**src/rtl/intv_pkg.sv**
```systemverilog
package intv_pkg;

  typedef enum logic [1:0] {
    A_CTRL = 2'd0,
    A_MOD  = 2'd1,
    A_CNT  = 2'd2,
    A_NONE = 2'd3
  } reg_addr_e;

  // control register bit positions
  localparam int unsigned B_RUN    = 0;
  localparam int unsigned B_RELOAD = 1;
  localparam int unsigned B_FLAG   = 2;
  localparam int unsigned B_IE     = 3;
  localparam int unsigned B_OVW    = 4;
  localparam int unsigned B_SEL    = 8;

  typedef struct packed {
    logic run;
    logic reload;
    logic ie;
    logic ovw;
  } mode_t;

endpackage

```
**src/rtl/intv_prescaler.sv**
```systemverilog
module intv_prescaler #(
  parameter int unsigned SEL_W = 4
) (
  input  logic             clk,
  input  logic             rst_n,
  input  logic             run,
  input  logic [SEL_W-1:0] sel,
  output logic             tick
);

  // fixed divide by two folded in: period is 2^(sel+1)
  localparam int unsigned DIV_W = (1 << SEL_W) + 1;
  localparam logic [DIV_W-1:0] ONE   = {{(DIV_W-1){1'b0}}, 1'b1};
  localparam logic [SEL_W:0]   ONE_S = {{SEL_W{1'b0}}, 1'b1};

  logic [DIV_W-1:0] div_q;
  logic [DIV_W-1:0] div_d;
  logic [DIV_W-1:0] limit;

  always_comb begin
    limit = (ONE << ({1'b0, sel} + ONE_S)) - ONE;
    tick  = run && (div_q == limit);
    if (!run) begin
      div_d = '0;
    end else if (tick) begin
      div_d = '0;
    end else begin
      div_d = div_q + ONE;
    end
  end

  always_ff @(posedge clk or negedge rst_n) begin
    if (!rst_n) begin
      div_q <= '0;
    end else begin
      div_q <= div_d;
    end
  end

endmodule

```
**src/rtl/intv_downcount.sv**
```systemverilog
module intv_downcount #(
  parameter int unsigned CNT_W = 16
) (
  input  logic             clk,
  input  logic             rst_n,
  input  logic             tick,
  input  logic             reload,
  input  logic             start_load,
  input  logic [CNT_W-1:0] mod_val,
  input  logic             direct_load,
  input  logic [CNT_W-1:0] direct_val,
  output logic [CNT_W-1:0] cnt_q,
  output logic             zero_evt
);

  localparam logic [CNT_W-1:0] ONE = {{(CNT_W-1){1'b0}}, 1'b1};

  logic [CNT_W-1:0] cnt_d;
  logic [CNT_W-1:0] stepped;
  logic             cnt_en;

  always_comb begin
    if (cnt_q == '0) begin
      stepped = reload ? mod_val : '1;
    end else begin
      stepped = cnt_q - ONE;
    end
    cnt_en   = start_load || direct_load || tick;
    zero_evt = 1'b0;
    if (start_load) begin
      cnt_d = mod_val;
    end else if (direct_load) begin
      cnt_d = direct_val;
    end else begin
      cnt_d    = stepped;
      zero_evt = tick && (stepped == '0);
    end
  end

  always_ff @(posedge clk or negedge rst_n) begin
    if (!rst_n) begin
      cnt_q <= '1;
    end else if (cnt_en) begin
      cnt_q <= cnt_d;
    end
  end

endmodule

```
**src/rtl/intv_regs.sv**
```systemverilog
module intv_regs
  import intv_pkg::*;
#(
  parameter int unsigned CNT_W = 16,
  parameter int unsigned SEL_W = 4
) (
  input  logic             clk,
  input  logic             rst_n,
  input  logic             wr_en,
  input  logic             rd_en,
  input  logic [1:0]       addr,
  input  logic [CNT_W-1:0] wdata,
  input  logic [CNT_W-1:0] cnt_q,
  input  logic             zero_evt,
  output mode_t            mode_q,
  output logic [SEL_W-1:0] sel_q,
  output logic             flag_q,
  output logic [CNT_W-1:0] mod_q,
  output logic             start_load,
  output logic             direct_load,
  output logic [CNT_W-1:0] rdata
);

  logic             wr_ctrl;
  logic             wr_mod;
  mode_t            mode_d;
  logic             flag_d;
  logic [CNT_W-1:0] ctrl_view;
  logic [CNT_W-1:0] rd_mux;

  always_comb begin
    wr_ctrl     = wr_en && (addr == A_CTRL);
    wr_mod      = wr_en && (addr == A_MOD);
    start_load  = wr_ctrl && wdata[B_RUN] && !mode_q.run;
    direct_load = wr_mod && mode_q.ovw;

    mode_d.run    = wdata[B_RUN];
    mode_d.reload = wdata[B_RELOAD];
    mode_d.ie     = wdata[B_IE];
    mode_d.ovw    = wdata[B_OVW];

    flag_d = (flag_q && !(wr_ctrl && wdata[B_FLAG])) || zero_evt;
  end

  always_comb begin
    ctrl_view                 = '0;
    ctrl_view[B_RUN]          = mode_q.run;
    ctrl_view[B_RELOAD]       = mode_q.reload;
    ctrl_view[B_FLAG]         = flag_q;
    ctrl_view[B_IE]           = mode_q.ie;
    ctrl_view[B_OVW]          = mode_q.ovw;
    ctrl_view[B_SEL +: SEL_W] = sel_q;
    case (addr)
      A_CTRL:  rd_mux = ctrl_view;
      A_MOD:   rd_mux = mod_q;
      A_CNT:   rd_mux = cnt_q;
      default: rd_mux = '0;
    endcase
  end

  always_ff @(posedge clk or negedge rst_n) begin
    if (!rst_n) begin
      mode_q <= '0;
      sel_q  <= '0;
    end else if (wr_ctrl) begin
      mode_q <= mode_d;
      sel_q  <= wdata[B_SEL +: SEL_W];
    end
  end

  always_ff @(posedge clk or negedge rst_n) begin
    if (!rst_n) begin
      flag_q <= 1'b0;
    end else begin
      flag_q <= flag_d;
    end
  end

  always_ff @(posedge clk or negedge rst_n) begin
    if (!rst_n) begin
      mod_q <= '1;
    end else if (wr_mod) begin
      mod_q <= wdata;
    end
  end

  always_ff @(posedge clk or negedge rst_n) begin
    if (!rst_n) begin
      rdata <= '0;
    end else if (rd_en) begin
      rdata <= rd_mux;
    end
  end

endmodule

```
**src/rtl/intv_timer.sv**
```systemverilog
module intv_timer
  import intv_pkg::*;
#(
  parameter int unsigned CNT_W = 16,
  parameter int unsigned SEL_W = 4
) (
  input  logic             clk,
  input  logic             rst_n,
  input  logic [1:0]       bus_addr,
  input  logic [CNT_W-1:0] bus_wdata,
  input  logic             bus_wr,
  input  logic             bus_rd,
  output logic [CNT_W-1:0] bus_rdata,
  output logic             irq
);

  mode_t            mode_q;
  logic [SEL_W-1:0] sel_q;
  logic             flag_q;
  logic [CNT_W-1:0] mod_q;
  logic [CNT_W-1:0] cnt_q;
  logic             start_load;
  logic             direct_load;
  logic             tick;
  logic             zero_evt;

  intv_regs #(.CNT_W(CNT_W), .SEL_W(SEL_W)) u_regs (
    .clk         (clk),
    .rst_n       (rst_n),
    .wr_en       (bus_wr),
    .rd_en       (bus_rd),
    .addr        (bus_addr),
    .wdata       (bus_wdata),
    .cnt_q       (cnt_q),
    .zero_evt    (zero_evt),
    .mode_q      (mode_q),
    .sel_q       (sel_q),
    .flag_q      (flag_q),
    .mod_q       (mod_q),
    .start_load  (start_load),
    .direct_load (direct_load),
    .rdata       (bus_rdata)
  );

  intv_prescaler #(.SEL_W(SEL_W)) u_psc (
    .clk   (clk),
    .rst_n (rst_n),
    .run   (mode_q.run),
    .sel   (sel_q),
    .tick  (tick)
  );

  intv_downcount #(.CNT_W(CNT_W)) u_cnt (
    .clk         (clk),
    .rst_n       (rst_n),
    .tick        (tick),
    .reload      (mode_q.reload),
    .start_load  (start_load),
    .mod_val     (mod_q),
    .direct_load (direct_load),
    .direct_val  (bus_wdata),
    .cnt_q       (cnt_q),
    .zero_evt    (zero_evt)
  );

  assign irq = flag_q && mode_q.ie;

endmodule

```
**config.mk**
```make
export PLATFORM = sky130hd
export DESIGN_NAME = intv_timer
export DESIGN_NICKNAME = d
export VERILOG_FILES = /design/src/rtl/intv_pkg.sv /design/src/rtl/intv_prescaler.sv /design/src/rtl/intv_downcount.sv /design/src/rtl/intv_regs.sv /design/src/rtl/intv_timer.sv
export SDC_FILE = /design/constraint.sdc
export NUM_CORES = 1
export LEC_CHECK = 0
export CORE_MARGIN = 2
export CORE_UTILIZATION = 43
export DETAILED_ROUTE_END_ITERATION = 12
export DONT_BUFFER_PORTS = 1
export PLACE_DENSITY_LB_ADDON = 0.15
export RECOVER_POWER = 50
export SLEW_MARGIN = 10
export SYNTH_ARGS = -nofsm -noshare
export SYNTH_HDL_FRONTEND = slang
export SYNTH_SLANG_ARGS = --single-unit
export TNS_END_PERCENT = 100
```
**constraint.sdc**
```tcl
create_clock -name clk -period 3.8 [get_ports clk]
set_input_delay 0.95 -clock clk [delete_from_list [all_inputs] [get_ports clk]]
set_output_delay 0.95 -clock clk [all_outputs]
set_load 0.1 [all_outputs]
```
---- Word-level counts from Yosys, hierarchy flattened ----
Cells that the tools add are included.
cells by class
  muxes and demuxes ....................... 9
  reduce and logical (&&, ||, !) cells .... 18
  add/sub/neg operators ................... 4
  shift operators ......................... 1
  multiply operators ...................... 0
  bitwise operators ....................... 0
  div/mod/pow operators ................... 0
  $lt $le $gt $ge ......................... 0
  eq/ne operators ......................... 3
operators with widths
  cell                                                                   number
  16-bit 2-to-1 mux                                                      4
  16-bit one-hot mux with 3 select lines                                 1
  17-bit 2-to-1 mux                                                      2
  16-bit logical NOT                                                     2
  17-bit by 1-bit adder with 17-bit output (second input constant)       1
  17-bit == test                                                         1
  1-bit by 5-bit left shift with 17-bit output (first input constant)    1
  17-bit by 1-bit subtractor with 17-bit output (second input constant)  1
  16-bit by 1-bit subtractor with 16-bit output (second input constant)  1
  1-bit logical AND                                                      10
  4-bit by 1-bit adder with 5-bit output (second input constant)         1
  1-bit logical OR                                                       3
  2-bit by 1-bit == test with 1-bit output (second input constant)       1
  2-bit == test (second input constant)                                  1
  1-bit logical NOT                                                      2
  2-bit logical NOT                                                      1
  1-bit 2-to-1 mux                                                       2
word-level totals
  latch bits .............................. 0
  memories ................................ 0
  register bits after elaboration ......... 74
  memory bits (read-only) ................. 0
  bits of input ports ..................... 22
  word-level logic and storage cells ...... 45
  memory bits (writable) .................. 0
  output and inout bits ................... 17

---- Longest topological paths before layout ----
Gate-level depths: netlist (run 1).
  depth after elaboration ................. 9
  depth in mapped cells ................... 14
  gate-level depth less buffers ........... 9

---- Hierarchy ----
Synthesis (run 1) repeated with hierarchy kept, for this count alone.
unflattened totals
  cells, all modules ...................... 542
  area total of the unflattened synthesis .. 5056.1 um2
modules (own cells, without submodules)
  module          area an instance (um2)  times used  sequential area each (um2)  cells an instance
  intv_regs       1944.4                  1           1046.0                      152
  intv_downcount  1639.1                  1           420.4                       207
  intv_prescaler  1466.4                  1           425.4                       182
  intv_timer      6.3                     1           0.0                         1

---- Worst setup path before layout (run 1) ----
OpenSTA, ideal clock, no wires.
  path type ............................... register to register
  start ................................... register u_regs.sel_q[3]
  end ..................................... register u_cnt.cnt_q[8]
  cell stages (with the launch flop) ...... 14
  required time ........................... 3.718 ns
  setup time .............................. 0.082 ns
  slack ................................... 0.293 ns
  data arrival time ....................... 3.424 ns
  buffers on the path ..................... 5
  clock period less this slack ............ 3.507 ns
  path through ............................ dfrtp_1 -> buf_6 -> buf_2 -> buf_2 -> or4_1 -> ha_1 -> buf_2 -> o31a_1 -> or3_1 -> a2111oi_2 -> nand4_1 -> nand3_4 -> buf_12 -> mux2_2
on the way
  longest elaborated chain between the ends .. 6
RTL lines
  item                                           line                  source
  start: declaration                             intv_regs.sv:16       output logic [SEL_W-1:0] sel_q,
  start signal: assignment                       intv_regs.sv:67       sel_q <= wdata[B_SEL +: SEL_W];
  4-bit by 1-bit adder with 5-bit output         intv_prescaler.sv:21  limit = (ONE << ({1'b0, sel} + ONE_S)) - ONE;
  1-bit by 5-bit left shift with 17-bit output   intv_prescaler.sv:21
  17-bit by 1-bit subtractor with 17-bit output  intv_prescaler.sv:21
  17-bit == test                                 intv_prescaler.sv:22  tick = run && (div_q == limit);
  1-bit logical AND                              intv_prescaler.sv:22
  1-bit logical OR                               intv_downcount.sv:28  cnt_en = start_load || direct_load || tick;
  end signal: assignment                         intv_downcount.sv:44  cnt_q <= cnt_d;
  end: declaration                               intv_downcount.sv:12  output logic [CNT_W-1:0] cnt_q,
No other way between the ends.
A chain may end at the register's enable or synchronous reset.

---- Final worst setup path (run 1) ----
  start ................................... register u_regs.sel_q[1]
  end ..................................... register u_cnt.cnt_q[2]
Same word-level chain as after synthesis.

==> results of run 1 <==
## routing by layer
metal,share of wire [%],wire length (um),vias to the layer above,GRT usage (%)
li1,-,-,1854,-
met1,51,6260,1895,33.5
met2,42,5130,85,29.8
met3,5.2,636,12,4.68
met4,1.2,143,0,5.70
met5,0,0,-,0
## power groups by stage
stage	Combinational, mW	Sequential (mW)	Clock (mW)
floorplan	0.816	1.42	0
global placement	0.924	1.50	0
detailed placement	0.947	1.51	0
CTS	0.954	1.50	0.724
global route	1.08	1.54	0.762
finish	0.954	1.50	0.705
## synth_stat cells, types with 6 or more instances
cell / n / share of area [%]
dfstp_2: 32 / 18
nand2_1: 42 / 3.3
nor2_1: 75 / 5.9
clkbuf_1: 21 / 1.6
inv_1: 12 / 0.94
nand3_1: 14 / 1.5
mux2_2: 29 / 6.8
nor3_1: 8 / 0.83
mux2i_1: 18 / 3.8
a31oi_1: 15 / 2.0
and3_1: 13 / 1.7
nor4_1: 7 / 0.91
o211ai_1: 8 / 1.3
a22oi_1: 9 / 1.4
mux2_1: 6 / 1.4
nand4_1: 8 / 1.0
a21oi_1: 30 / 3.1
dfrtp_1: 42 / 22
o21ai_0: 13 / 1.4
xor2_1: 17 / 3.1
xnor2_1: 12 / 2.2
buf_2: 10 / 1.0
## worst register-to-register path: stages, from the launching register on
cell	delay (ps)
dfrtp_1	380
or4_1	520
ha_1	380
nor4bb_1	400
o211a_1	200
a211oi_1	40
a2111oi_0	360
nand4_1	390
nand3_4	360
mux2_2	380
## cells in the final DEF, fill, tap and decap left out, types with 6 or more instances in the layout
| cell | netlist | routed |
|---|---|---|
| a22oi_1 | 9 | 9 |
| inv_1 | 12 | 12 |
| dfrtp_1 | 42 | 42 |
| a21oi_1 | 30 | 30 |
| xor2_1 | 17 | 17 |
| o211ai_1 | 8 | 8 |
| nor3_1 | 8 | 8 |
| mux2i_1 | 18 | 18 |
| and3_1 | 13 | 13 |
| mux2_1 | 6 | 6 |
| buf_4 | 0 | 6 |
| o21ai_0 | 13 | 13 |
| nand4_1 | 8 | 8 |
| nor2_1 | 75 | 75 |
| clkbuf_8 | 0 | 9 |
| xnor2_1 | 12 | 12 |
| nand2_1 | 42 | 42 |
| mux2_2 | 29 | 29 |
| a31oi_1 | 15 | 15 |
| nand3_1 | 14 | 14 |
| dfstp_2 | 32 | 32 |
| nor4_1 | 7 | 7 |
## worst paths after layout
path                                                 to  depth (start not counted)
min                        u_regs.mode_q[2]$_DFFE_PN0P_                          0
min reg2reg                 u_cnt.cnt_q[13]$_DFFE_PN1P_                          2
max reg2reg                  u_cnt.cnt_q[2]$_DFFE_PN1P_                          9
max in group asynchronous  u_regs.mod_q[11]$_DFFE_PN1P_                          0
min in group clk            u_cnt.cnt_q[13]$_DFFE_PN1P_                          2
max                          u_cnt.cnt_q[2]$_DFFE_PN1P_                          9
## cell families (layout without fill, tap and decap cells)
family / Yosys count / in the layout / share of synthesized area, %
and+or+nand+nor: 207 / 207 / 21.8
AOI/OAI and AO/OA: 108 / 108 / 15.1
DFF: 74 / 74 / 39.4
muxes: 53 / 53 / 12.0
buffers and inverters: 51 / 36 / 5.24
xor gates and xnor gates: 29 / 29 / 5.29
adders and majority gates: 4 / 4 / 1.04
other: 1 / 1 / 0.0781
## sequential cells by signal, indices dropped and copies added (netlist names)
| name | count |
|---|---|
| u_regs.flag_q | 1 |
| u_regs.sel_q | 4 |
| u_regs.mode_q | 4 |
| u_psc.div_q | 17 |
| u_regs.rdata | 16 |
| u_cnt.cnt_q | 16 |
| u_regs.mod_q | 16 |
## final cells by class
class | count | area, sq um | area share [%]
tap | 140 | 175 | 3.47
clock inverter | 7 | 100 | 1.98
multi-input combinational | 402 | 2660 | 52.7
timing repair buffer | 8 | 52.6 | 1.04
inverter | 12 | 45.0 | 0.893
sequential | 74 | 1890 | 37.5
clock buffer | 9 | 124 | 2.46
==> results by group, run 1 <==
Outcome
  • Status: completed

Placement
  • Placer congestion estimate: between 0.8 and 0.9
  • Place WS: 370 ps
  • Area post-placement: roughly 4800 sq um
  • Final HPWL DP: approximately 8400 um
  • Number of cells after detailed placement: 636
  • Buffers on Ports: 0

Power and ir drop
  • VDD IR max: between 0.2 and 0.3 mV
  • PD cells: around 630 nW/um^2
  • P_leak: roughly 2.1 nW
  • Flop pwr share: between 40 and 50%
  • Design Power: approximately 3.2 mW
  • Comb pwr share: 30.2%
  • Switch Pwr: between 1 and 1.5 mW
  • Int Pwr: between 1.5 and 2 mW
  • Clock power frac: ~22%
  • Switching Share: 41.0%

Setup path
  • CP startpoint: u_regs.sel_q[1]$_DFFE_PN0P_
  • WS Path Type: reg2reg
  • Slowest cell on the critical path: or4_1
  • Reg2Reg Setup Slack: around 320 ps
  • Worst R2R Start: u_regs.sel_q[1]$_DFFE_PN0P_
  • CP Launch Type: flip-flop
  • CP Buf/Inv Count: 0
  • Kind of cell adding the most delay to the critical path: simple AND/OR/NAND/NOR gates
  • CP max stage delay: between 500 and 600 ps
  • Worst Path Arrival: 3760 ps
  • Crit path required time: between 4000 and 5000 ps
  • CP max FO: 16
  • Critical path cell sequence: or4_1 -> ha_1 -> nor4bb_1 -> o211a_1 -> a211oi_1 -> a2111oi_0 -> nand4_1 -> nand3_4 -> mux2_2
  • Endpoint class of the critical path: flip-flop

Finish
  • Fin util: between 40% and 50%
  • Area Growth Syn to Fin: 5.11%
  • Nets: between 500 and 600
  • Fillcell total: about 1.1k
  • N_diodes: 0
  • Share of post-route cells with drive strength above 1: 18.4%
  • Cell area after layout: 5040 sq um
  • Final instance count without filler cells: around 650

Detailed routing
  • Avg WL per Cell: around 19 um
  • DRT Pass-1 Iters: 5
  • Antenna-violating nets left: 0
  • Starting DRT DRC Count: 275
  • DR DRC count: 0
  • Post-DR vias/cell: between 5 and 6
  • Via count: 3846
  • Post-Route WL: around 12000 um

STA
  • Pins Over Slew Limit: 0
  • Endpoints failing setup: 0
  • Hold Vio Cnt, Final: 0
  • Setup ws final: approximately 320 ps
  • RSZ-0062 raised after global routing: false
  • Setup_tns: 0 ps
  • Fin crit share: between 90% and 100%
  • Rel. slew slack: around 33%
  • Worst clock skew: approximately 19 ps
  • Final hold slack: between 200 and 300 ps
  • Fmax: between 200 and 300 MHz
  • Post-route minimum period: roughly 3500 ps
  • Worst slew pin tran: 1000 ps

Die
  • Core Box Area: around 11000 sq um
  • Die width: ~110 um
  • DIE AREA: 12000 sq um
  • Io pins: 39
  • Die height: 110 um
  • Placement Rows: 38
  • Initial Util: around 44%

Global route
  • Initial antenna violation count: 0
  • Remaining Overflow, GRT: 0
  • First-pass GRT wire length: around 20000 um
  • Pin count of the biggest net entering global routing: 75
  • Gr usage total: 21.5%
  • Vias in the first global route: ~3.7k

Synthesis
  • Yosys Warn Count: 0
  • Cells after Synth: roughly 530
  • Synth Area per Inst: roughly 9.1 sq um
  • Yosys reg bits: 74
  • Area of the mapped netlist: about 4800 sq um
  • Number of flops mapped to enable cells by yosys: 0
  • Async SR Flop Fraction: between 90% and 100%
  • Register area share after synthesis: between 30% and 40%
  • Syn_nets: 553
  • Main synth FF type: dfrtp_1
  • Library cells used by synthesis: ~70

CTS
  • Post-CTS Hold Fix Bufs: 0
  • CTS tree: yes
  • Setup bufs post-CTS: 0
  • H-tree lvl count: 3
  • Clock insertion delay at the later pin of the skew report: 360 ps
  • CTS Buf Count: 9
  • Post-CTS resize count: 0
  • CTS Root Cell: clkbuf_8
  • Max clock buf depth: 2
  • Clk sinks: 74
  • Clk slew on worst S/H paths: ~90 ps

Job
  • Total of max-cap violations: 0

Hold path
  • Hold Path Class: in2async
(Power assumes the default switching activity.)
==> run 2, diff against run 1 <==
CORE_MARGIN = default   (was 2)
DONT_BUFFER_PORTS = default   (was 1)
==> run 2 against run 1 <==
The run now ends with capacitance limit, slew limit left. Via count rose by 5.4%. Cell count rose by 6.9%. Worst setup slack improved by 73 ps. Die area fell by 3.6%. Sequential cell count did not move. Global-route usage rose by 1.5 points. Sequential share of layout area fell by 3.0 points. Sequential power fell by 15%. Critical path depth fell by 1. Final area rose by 8.7%.
==> results by group, run 2 (synthesized netlist as in run 1, its figures left out) <==
Setup path
  • Worst Path Arrival: 3710 ps (was 3760 ps)
  • Endpoint class of the critical path: flip-flop (unchanged)
  • CP max FO: 18 (was 16)
  • CP max stage delay: 780 ps (was 520 ps)
  • Crit path required time: 4100 ps (was 4080 ps)
  • R2r worst-path depth: 10 (was 9)
  • Slowest cell on the critical path: clkbuf_1 (was or4_1)
  • CP Launch Type: primary input (was flip-flop)
  • WS Path Type: in2reg (was reg2reg)
  • Critical path cell sequence: dlygate4sd3_1 -> nor2b_1 -> clkbuf_1 -> and3_1 -> buf_4 -> nand2_1 -> a31oi_1 -> mux2_2 (was or4_1 -> ha_1 -> nor4bb_1 -> o211a_1 -> a211oi_1 -> a2111oi_0 -> nand4_1 -> nand3_4 -> mux2_2)

Die
  • DIE AREA: 11600 sq um (was 12000 sq um)
  • Core Box Area: 10800 sq um (was 10900 sq um)
  • Placement Rows: 38 (unchanged)
  • Initial Util: 44.3% (was 44.1%)
  • Die height: 108 um (was 110 um)
  • Die width: 108 um (was 110 um)
  • Io pins: 39 (unchanged)

STA
  • Fin crit share: 89.7% (was 91.7%)
  • Worst slew pin tran: 1910 ps (was 1000 ps)
  • Rel. slew slack: -27.2% (was 33.3%)
  • Setup_tns: 0 ps (unchanged)
  • Post-route minimum period: 3410 ps (was 3480 ps)
  • RSZ-0062 raised after global routing: false (unchanged)
  • Fmax: 293 MHz (was 287 MHz)
  • Hold Vio Cnt, Final: 0 (unchanged)
  • Worst clock skew: 9.34 ps (was 19.1 ps)
  • Final hold slack: 502 ps (was 292 ps)
  • Pins Over Slew Limit: 75 (was 0)
  • Endpoints failing setup: 0 (unchanged)

Global route
  • Remaining Overflow, GRT: 0 (unchanged)
  • Initial antenna violation count: 0 (unchanged)
  • Pin count of the biggest net entering global routing: 75 (unchanged)
  • Vias in the first global route: 3814 (was 3688)
  • Gr usage total: 23.0% (was 21.5%)
  • First-pass GRT wire length: 20300 um (was 19800 um)

Detailed routing
  • DRT Pass-1 Iters: 5 (unchanged)
  • DR DRC count: 0 (unchanged)
  • Starting DRT DRC Count: 277 (was 275)
  • Via count: 4052 (was 3846)
  • Antenna-violating nets left: 0 (unchanged)
  • Post-Route WL: 12300 um (was 12200 um)
  • Post-DR vias/cell: 5.81 (was 5.90)
  • Avg WL per Cell: 17.7 um (was 18.7 um)

Power and ir drop
  • VDD IR max: 0.299 mV (was 0.258 mV)
  • P_leak: 2.25 nW (was 2.06 nW)
  • PD cells: 605 nW/um^2 (was 626 nW/um^2)

Placement
  • Area post-placement: 5240 sq um (was 4830 sq um)
  • Final HPWL DP: 8500 um (was 8440 um)
  • Placer congestion estimate: 0.866 (was 0.846)
  • Buffers on Ports: 38 (was 0)

Finish
  • Share of post-route cells with drive strength above 1: 18.3% (was 18.4%)
  • Most flop-heavy register: u_psc.div_q (unchanged)
  • Nets: 578 (was 533)
  • Largest register FFs: 17 (unchanged)
  • Cell area after layout: 5480 sq um (was 5040 sq um)
  • Commonest cells after routing, fill and taps aside: nor2_1 (75), nand2_1 (42), dfrtp_1 (42) (unchanged)
  • Commonest non-fill, non-tap cell in the layout: nor2_1 (unchanged)
  • N_diodes: 0 (unchanged)
  • Area Growth Syn to Fin: 14.3% (was 5.11%)

CTS
  • Post-CTS Hold Fix Bufs: 0 (unchanged)
  • Max clock buf depth: 2 (unchanged)
  • Clk slew on worst S/H paths: 80 ps (was 90 ps)
  • CTS tree: yes (unchanged)
  • Clk sinks: 74 (unchanged)
  • H-tree lvl count: 3 (unchanged)
  • CTS Buf Count: 9 (unchanged)
  • Clock insertion delay at the later pin of the skew report: 360 ps (about the same)
  • CTS Root Cell: clkbuf_8 (unchanged)

Job
  • Total of max-cap violations: 1 (was 0)

Outcome
  • Failing checks: capacitance limit, slew limit
  • Status: finished, violations left (was completed)

Hold path
  • Hold Path Class: reg2reg (was in2async)
  • Hold Crit Depth: 2
==> run 2: changes by cell type in the layout (fill, tap and decap cells not counted) <==
cell             previous run  this run
buf_4                       6        13
bufinv_16                   2         3
clkbuf_1                    2         3
clkbuf_2                    0         1
clkdlybuf4s50_1             0        35
clkinv_2                    1         2
dlygate4sd3_1               0         1
inv_6                       2         0
==> run 2: final cells by class <==
cell class / instances / area (sq um)
Sequential cell: 74 / 1890
Multi-Input combinational cell: 402 / 2660
Inverter: 12 / 45.0
Timing Repair Buffer: 53 / 474
Clock inverter: 7 / 118
Clock buffer: 9 / 124
Fill cell: 1050 / 5360
Tap cell: 140 / 175
==> run 2: final timing paths <==
path                            slack [ps]                   startpoint                          end
max in group asynchronous             1570                        rst_n  u_regs.rdata[7]$_DFFE_PN0P_
worst min register to register         500  u_cnt.cnt_q[13]$_DFFE_PN1P_  u_cnt.cnt_q[13]$_DFFE_PN1P_
min in group asynchronous             1110                        rst_n    u_psc.div_q[12]$_DFF_PN0_
worst max-delay path                   390                  bus_addr[1]   u_cnt.cnt_q[2]$_DFFE_PN1P_
worst max register to register         400  u_regs.sel_q[1]$_DFFE_PN0P_   u_cnt.cnt_q[2]$_DFFE_PN1P_
worst min-delay path                   500  u_cnt.cnt_q[13]$_DFFE_PN1P_  u_cnt.cnt_q[13]$_DFFE_PN1P_
==> run 2: metrics by stage <==
stage / util [%] / cells / setup slack (ps) / total power [mW]
after global placement: 48.3 / 679 / 441 / 2.54
after detailed placement: 48.3 / 679 / 265 / 2.57
after CTS: 50.6 / 695 / 251 / 3.33
after floorplan: - / 527 / 293 / 2.24
final: 50.6 / 697 / 390 / 3.32
after global routing: 50.6 / 697 / 133 / 3.54
==> run 2: report_power, final <==
| group | leakage, nW | internal (mW) | switching [mW] |
|---|---|---|---|
| Combinational | 1.26 | 0.514 | 0.780 |
| Clock | 0.123 | 0.436 | 0.313 |
| Sequential | 0.871 | 1.05 | 0.229 |
==> run 2: per-layer routing <==
| layer | part of all wire [%] | wire length [um] | vias to the layer above | GRT usage [%] |
|---|---|---|---|---|
| met5 | 0 | 0 | - | 0 |
| met1 | 50 | 6160 | 1959 | 34.5 |
| met3 | 6.0 | 734 | 14 | 4.72 |
| met4 | 1.5 | 188 | 0 | 8.41 |
| met2 | 43 | 5250 | 131 | 32.1 |
| li1 | - | - | 1948 | - |
==> run 2: repair_timing <==
action | in CTS | in global routing
resized for setup | 0 | 0
endpoints found under the setup margin | 0 | 27
endpoints found under the hold margin | 0 | 0
buffers inserted | 0 | 2
==> run 2: critical path, delay by kind of cell <==
family | cells | cell delay (ps)
AO/OA/AOI/OAI | 1 | 180
buffers and inverters | 3 | 1610
multiplexers | 1 | 180
AND/OR/NAND/NOR | 3 | 780
